`src/rtl/cq_ptr_ctrl.sv`:
```
module cq_ptr_ctrl #(
  parameter int ADDR_W      = 48,
  parameter int LG_MAX      = 19,
  parameter int ENTRY_BYTES = 16,
  localparam int LG_W       = $clog2(LG_MAX + 1)
) (
  input  logic              clk,
  input  logic              rst_n,
  input  logic              q_en,
  input  logic              base_we,
  input  logic [ADDR_W-1:0] base_wdata,
  input  logic              lg_we,
  input  logic [LG_W-1:0]   lg_wdata,
  input  logic              prod_we,
  input  logic [31:0]       prod_wdata,
  input  logic              cons_we,
  input  logic [31:0]       cons_wdata,
  input  logic              err_set,
  input  logic [6:0]        err_code,
  input  logic              prod_inc,
  input  logic              cons_inc,
  output logic [ADDR_W-1:0] base_rd,
  output logic [LG_W-1:0]   lg_rd,
  output logic [31:0]       prod_rd,
  output logic [31:0]       cons_rd,
  output logic              full,
  output logic              empty,
  output logic [ADDR_W-1:0] prod_addr,
  output logic [ADDR_W-1:0] cons_addr
);
  localparam int ERR_LSB = 24;
  localparam int ERR_MSB = 30;
  localparam int ALIGN   = 6;

  logic [ADDR_W-1:0] base_q;
  logic [LG_W-1:0]   lg_q;
  logic [31:0]       prod_q, cons_q, prod_nx, cons_nx;
  logic [31:0]       wrap_m, idx_m, wi_m;
  logic [ADDR_W-1:0] base_al;
  logic              err_pend;

  assign wrap_m   = 32'd1 << lg_q;
  assign idx_m    = wrap_m - 32'd1;
  assign wi_m     = (wrap_m << 1) - 32'd1;
  assign err_pend = |cons_q[ERR_MSB:ERR_LSB];

  always_comb begin
    prod_nx = prod_q;
    if (q_en && prod_inc)
      prod_nx = (prod_q + 32'd1) & wi_m;
  end

  always_comb begin
    cons_nx = cons_q;
    if (q_en && cons_inc && !err_pend)
      cons_nx = (cons_q & ~wi_m) | ((cons_q + 32'd1) & wi_m);
    if (err_set)
      cons_nx[ERR_MSB:ERR_LSB] = err_code;
  end

  always_ff @(posedge clk) begin
    if (!rst_n) begin
      base_q <= '0;
      lg_q   <= '0;
      prod_q <= '0;
      cons_q <= '0;
    end else begin
      if (base_we) base_q <= base_wdata;
      if (lg_we)   lg_q   <= (lg_wdata > LG_W'(LG_MAX)) ? LG_W'(LG_MAX) : lg_wdata;
      prod_q <= prod_we ? prod_wdata : prod_nx;
      cons_q <= cons_we ? cons_wdata : cons_nx;
    end
  end

  assign base_al   = {base_q[ADDR_W-1:ALIGN], {ALIGN{1'b0}}};
  assign prod_addr = base_al + ADDR_W'(ENTRY_BYTES) * ADDR_W'(prod_q & idx_m);
  assign cons_addr = base_al + ADDR_W'(ENTRY_BYTES) * ADDR_W'(cons_q & idx_m);

  assign full  = ((prod_q ^ cons_q) & wi_m) == wrap_m;
  assign empty = ((prod_q ^ cons_q) & wi_m) == 32'd0;

  assign base_rd = base_q;
  assign lg_rd   = lg_q;
  assign prod_rd = prod_q;
  assign cons_rd = cons_q;
endmodule

```
`config.mk`:
```
export PLATFORM = sky130hd
export DESIGN_NAME = cq_ptr_ctrl
export DESIGN_NICKNAME = d
export VERILOG_FILES = /design/src/rtl/cq_ptr_ctrl.sv
export SDC_FILE = /design/constraint.sdc
export NUM_CORES = 1
export LEC_CHECK = 0
export BUFFER_PORTS_ARGS = -buffer_cell sky130_fd_sc_hd__buf_4
export CORE_MARGIN = 5
export CORE_UTILIZATION = 40
export CTS_BUF_LIST = sky130_fd_sc_hd__clkbuf_4
export DETAILED_ROUTE_END_ITERATION = 8
export PLACE_DENSITY_LB_ADDON = 0.3
export SYNTH_ARGS = -nofsm -noshare
export SYNTH_HDL_FRONTEND = slang
export SYNTH_SLANG_ARGS = --single-unit
```
`constraint.sdc`:
```
create_clock -name clk -period 5.6 [get_ports clk]
set_input_delay 0.56 -clock clk [delete_from_list [all_inputs] [get_ports clk]]
set_output_delay 0.56 -clock clk [all_outputs]
set_load 0.02 [all_outputs]
```
==> out/qor.yml, run 1 <==
status: "finished with violations"
violations: "negative setup slack"
critical_path_buf_inv_count: 3
worstPathArrival_ps: 5070
top_usage_layer: "met2"
synth_flop_cell: "dfxtp_1"
via_per_inst: 5.76
dpl.hpwl_microns: 36000
max_stage_delay_ps: 440
coreArea_sq_um: 28500
p_leak_nw: 6.93
cp_cell_sequence: "or2_4, nor2_4, nand2_2, ha_4, buf_4, o21ai_1, a21boi_2, nor2b_1, ha_1, o211ai_1, and3_1, a311o_2, nor4_4, a211oi_4, a211o_1, a21oi_4, buf_4, xor2_1, buf_4"
hp-class: "input port to register"
die_w_microns: 180
grt_max_degree: 82
detail_route.wl_per_cell_microns: 20.5
final.setup.worst_slack_ps: -30.3
cts_root_buffer: "clkbuf_4"
grt_pass1_vias: 12456
grt_usage_pct: 27.0
cts_tree: "done"
dr.pass1.iters: 5
clk_latency_ps: 570
antenna_found_initial: 1
synthCells: 1549
start_kind: "register"
gp_congestion: 0.973
via_count: 13083
rrSetupSlack_ps: 2630
peakVddDrop_mv: 0.100
critical_path_class: "register to primary output"
netlist_area_sq_um: 11500
finalCritPeriodShare_pct: 101
nets: 2076
globalRouteMet1Util_pct: 35.3
totalWireLength_microns: 46700
drive_gt1_share_pct: 26.0
cts.reportedPaths.clkPinSlew_ps: 130
slowest_stage: "a311o_2"
postSynthAreaPerCell_sq_um: 7.45
layout.cells.non_filler: 2273
fin_worst_hold_slack_ps: 214
total_power_mw: 2.79
final_common_cell: "buf_4"
crit_fanout: 9
yosysWarnings: 0
final_cell_mix: "396 x buf_4, 145 x nand2_1, 116 x dfxtp_1"
h-tree-depth: 4
numCtsBuffers: 17
p_per_area_nw_per_um2: 185
synth.yosys.seq_area_share_pct: 20.3
synthArstFlopShare_pct: 0
dp_slack_ps: 340
gr-total-overflow: 0
dieArea_sq_um: 32300
num_rows: 62
slew_violations: 0
grt_util_met2_pct: 44.6
synth-edff-count: 0
maxCapViolations: 0
clk_path_buf_depth: 2
crit_top_cell: "buf_4"
worst_slew_pin_slew_ps: 974
synth_cell_types: 92
finalInstanceArea_sq_um: 15100
setup_viol_count_final: 2
rsz0062_at_grt: "yes"
startpoint: "lg_rd[3]"
hp-start: "prod_wdata[20]"
required_ps: 5040
initial_core_util_pct: 40.4
ys_ff_latch: 117
grt_pass1_wl_microns: 70900
place_area_sq_um: 14500
drc_errors: 0
rr_startpoint: "prod_rd[0]"
cts_sinks: 117
pin_count: 349
portBuffers: 340
fin_worst_skew_ps: 23.8
hold_violations: 0
gr-usage-met3_pct: 6.53
max_freq_ghz: 0.178
die_y_microns: 180
critPathCaptureType: "primary output"
first_iter_violations: 1139
slew_headroom_pct: 35.0
antenna_left: 0
area_growth_pct: 30.7
worst_path_dominant_cell_family: "compound AO/OA/AOI/OAI gates"
dp.cells: 2225
period_minus_slack_ps: 5630
==> stage by stage <==
step	TNS, ps	util [%]
global placement	0	50.7
floorplan	0	-
CTS	0	51.8
global route	-2240	52.8
finish	-60.0	52.8
detailed placement	0	50.7
==> final timing paths <==
kind / endpoint / depth (start not counted)
max: cons_addr[36] / 19
min: prod_rd[20] / 2
max reg2reg: prod_rd[30] / 10
min reg2reg: base_rd[0] / 2
==> cells in the mapped netlist, types with 8 or more instances <==
master / count / area share [%]
ha_1: 63 / 6.8
buf_2: 18 / 0.78
nor2b_1: 99 / 5.4
dfxtp_1: 117 / 20
a21o_1: 38 / 2.5
xnor2_1: 100 / 7.6
nand4_1: 17 / 0.92
o211a_1: 11 / 0.95
a31oi_1: 25 / 1.4
inv_1: 24 / 0.78
nand2b_1: 10 / 0.54
buf_4: 11 / 0.72
o21a_1: 15 / 0.98
clkbuf_1: 59 / 1.9
and3_1: 31 / 1.7
and4_1: 9 / 0.68
or3_1: 11 / 0.60
nand3_1: 48 / 2.1
mux2i_1: 56 / 4.9
and2_1: 56 / 3.0
nor3_1: 42 / 1.8
nand2_1: 148 / 4.8
o21ai_0: 113 / 4.9
xor2_1: 41 / 3.1
a21oi_1: 110 / 4.8
nor2_1: 100 / 3.3
nor4_1: 14 / 0.76
o22ai_1: 8 / 0.43
or4_1: 8 / 0.52
==> worst reg2reg max path, cell delays in order (launching register included) <==
cell and delay, ps:
dfxtp_1 510, ha_1 250, nand3_1 230, nor4_4 350, and3_1 390, and4_4 310, nand2_1 90, or4_1 450
a21oi_1 150, a21oi_1 60, nor2b_1 110
==> per-layer routing <==
layer | part of all wire [%] | wire [microns]
met1 | 42 | 19600
met5 | 0 | 0
met4 | 2.5 | 1170
met3 | 8.9 | 4170
met2 | 47 | 21700
==> cells by family after synthesis <==
kind of cell | Yosys count | share of synthesized area, %
simple gates | 619 | 28.1
compound gates | 424 | 24.0
xor+xnor | 141 | 10.7
buf+inv | 125 | 4.77
flops | 117 | 20.3
fa+ha+maj | 65 | 7.18
mux | 57 | 4.96
other cells | 1 | 0.0325
==> where the power goes <==
part	total, mW	internal (mW)	switching (mW)	leakage, nW
combinational	1.07	0.463	0.611	5.80
sequential	0.984	0.884	0.100	0.968
clock	0.730	0.355	0.375	0.165
==> cell type report <==
cell class	count	area, sq um
well taps	384	480
clock inverters	11	160
clock buffers	19	143
fillers	2868	13500
multi-input cells	1316	8840
inverters	26	97.6
diodes	1	2.50
flip-flops and latches	117	2340
repair buffers	399	3010
==> what timing repair did <==
| item | 4_1_cts | 5_1_grt |
|---|---|---|
| hold endpoints to repair | 0 | 0 |
| pin swaps | 2 | 23 |
| gates resized for setup | 8 | 36 |
| setup endpoints to repair | 29 | 34 |
| setup buffers | 0 | 17 |
| hold buffers | 0 | 0 |
(Power assumes the default switching activity.)
==> inputs of run 2 (changes only) <==
--- a/config.mk
+++ b/config.mk
@@ -11,6 +11,7 @@
 export CTS_BUF_LIST = sky130_fd_sc_hd__clkbuf_4
 export DETAILED_ROUTE_END_ITERATION = 8
 export PLACE_DENSITY_LB_ADDON = 0.3
+export RECOVER_POWER = 100
 export SYNTH_ARGS = -nofsm -noshare
 export SYNTH_HDL_FRONTEND = slang
 export SYNTH_SLANG_ARGS = --single-unit
==> out/qor.yml, run 2 (synthesis gave the netlist of run 1 again) <==
fin_util_pct: 51.8
max_stage_delay_ps: 430
slew_headroom_pct: -97.9
slowest_stage: "a311o_2"
first_iter_violations: 1105
maxCapViolations: 2
cts_root_buffer: "clkbuf_4"
critPathCaptureType: "primary output"
totalWireLength_microns: 46700
max_freq_ghz: 0.178
rrSetupSlack_ps: 2620
period_minus_slack_ps: 5630
initial_core_util_pct: 40.4
p_per_area_nw_per_um2: 187
fin_worst_hold_slack_ps: 203
clk_path_buf_depth: 2
dr.pass1.iters: 6
cts_sinks: 117
portBuffers: 340
hold_violations: 0
grt_pass1_vias: 12456
grt_pass1_wl_microns: 70900
nets: 2076
finalInstanceArea_sq_um: 14800
worstPathArrival_ps: 5070
worst_slew_pin_slew_ps: 2970
dp_slack_ps: 340
fin_worst_skew_ps: 26.9
critical_path_class: "register to primary output"
numCtsBuffers: 17
drive_gt1_share_pct: 22.0
grt_max_degree: 82
violations: "max-capacitance violations, max-slew violations, negative setup slack"
num_rows: 62
worst_path_dominant_cell_family: "compound AO/OA/AOI/OAI gates"
area_growth_pct: 28.3
setup_viol_count_final: 2
dpl.hpwl_microns: 36000
start_kind: "register"
finalCritPeriodShare_pct: 100
coreArea_sq_um: 28500
cts.reportedPaths.clkPinSlew_ps: 130
detail_route.wl_per_cell_microns: 20.5
gr-total-overflow: 0
h-tree-depth: 4
via_count: 13027
drc_errors: 0
r2r_cells: 10
critical_path_depth: 19
via_per_inst: 5.73
grt_usage_pct: 27.0
die_w_microns: 180
die_y_microns: 180
place_area_sq_um: 14500
dieArea_sq_um: 32300
final_cell_mix: "322 x buf_4, 145 x nand2_1, 116 x dfxtp_1"
peakVddDrop_mv: 0.0994
hp-class: "input port to register"
pin_count: 349
status: "finished with violations"
final_common_cell: "buf_4"
antenna_found_initial: 1
required_ps: 5040
final.setup.worst_slack_ps: -25.3
crit_top_cell: "buf_4"
critical_path_buf_inv_count: 3
crit_fanout: 9
antenna_left: 0
rsz0062_at_grt: "yes"
clk_latency_ps: 570
whs_path_depth: 2
gp_congestion: 0.973
cp_cell_sequence: "or2_4, nor2_4, nand2_2, ha_4, buf_4, o21ai_1, a21boi_2, nor2b_1, ha_1, o211ai_1, and3_1, a311o_2, nor4_4, a211oi_4, a211o_1, a21oi_4, buf_4, xor2_1, buf_4"
p_leak_nw: 6.63
slew_violations: 121
cts_tree: "done"
-- run 2: cell types whose count changed in the layout (fill, tap and decap cells not counted) --
| cell | before | now |
|---|---|---|
| clkbuf_1 | 0 | 74 |
| buf_4 | 396 | 322 |
| and2_0 | 0 | 2 |
| and2_1 | 54 | 52 |
-- run 2: metrics by stage --
step | total power [mW] | setup TNS [ps] | cells
2_1_floorplan | 1.59 | 0 | 1558
3_3_place_gp | 2.02 | 0 | 2225
3_5_place_dp | 2.03 | 0 | 2225
4_1_cts | 2.77 | 0 | 2255
5_1_grt | 2.89 | -2240 | 2273
6_report | 2.76 | -44.8 | 2273
-- run 2: layout make-up --
type | instances | area (sq um)
Fill cell | 2946 | 13800
Multi-Input combinational cell | 1316 | 8840
Timing Repair Buffer | 399 | 2730
Sequential cell | 117 | 2340
Tap cell | 384 | 480
Clock inverter | 11 | 160
Clock buffer | 19 | 143
Inverter | 26 | 97.6
Antenna cell | 1 | 2.50
-- run 2: worst paths after layout --
path / to / from
setup / recovery: cons_addr[36] / lg_rd[3]
hold / removal: prod_rd[20] / prod_wdata[20]
setup reg to reg: prod_rd[30] / prod_rd[0]
hold reg to reg: base_rd[0] / base_rd[0]
-- run 2: timing repair --
item	CTS	global route
pin swaps	2	23
hold buffers	0	0
gates resized for setup	8	36
setup endpoints to repair	29	34
setup buffers	0	17
cloned	0	0
-- run 2: layer usage --
metal  track usage (%)  share of wire, %  vias up
li1                  -                 -     6212
met1              35.3                42     6079
met2              44.6                47      660
met3              6.53               9.2       76
met4              7.10               2.6        0
met5                 0                 0        -
-- run 2: report_power, final --
| group | leakage, nW | internal, mW | switching, mW |
|---|---|---|---|
| Combinational | 5.50 | 0.440 | 0.611 |
| Sequential | 0.968 | 0.884 | 0.0990 |
| Clock | 0.165 | 0.355 | 0.375 |
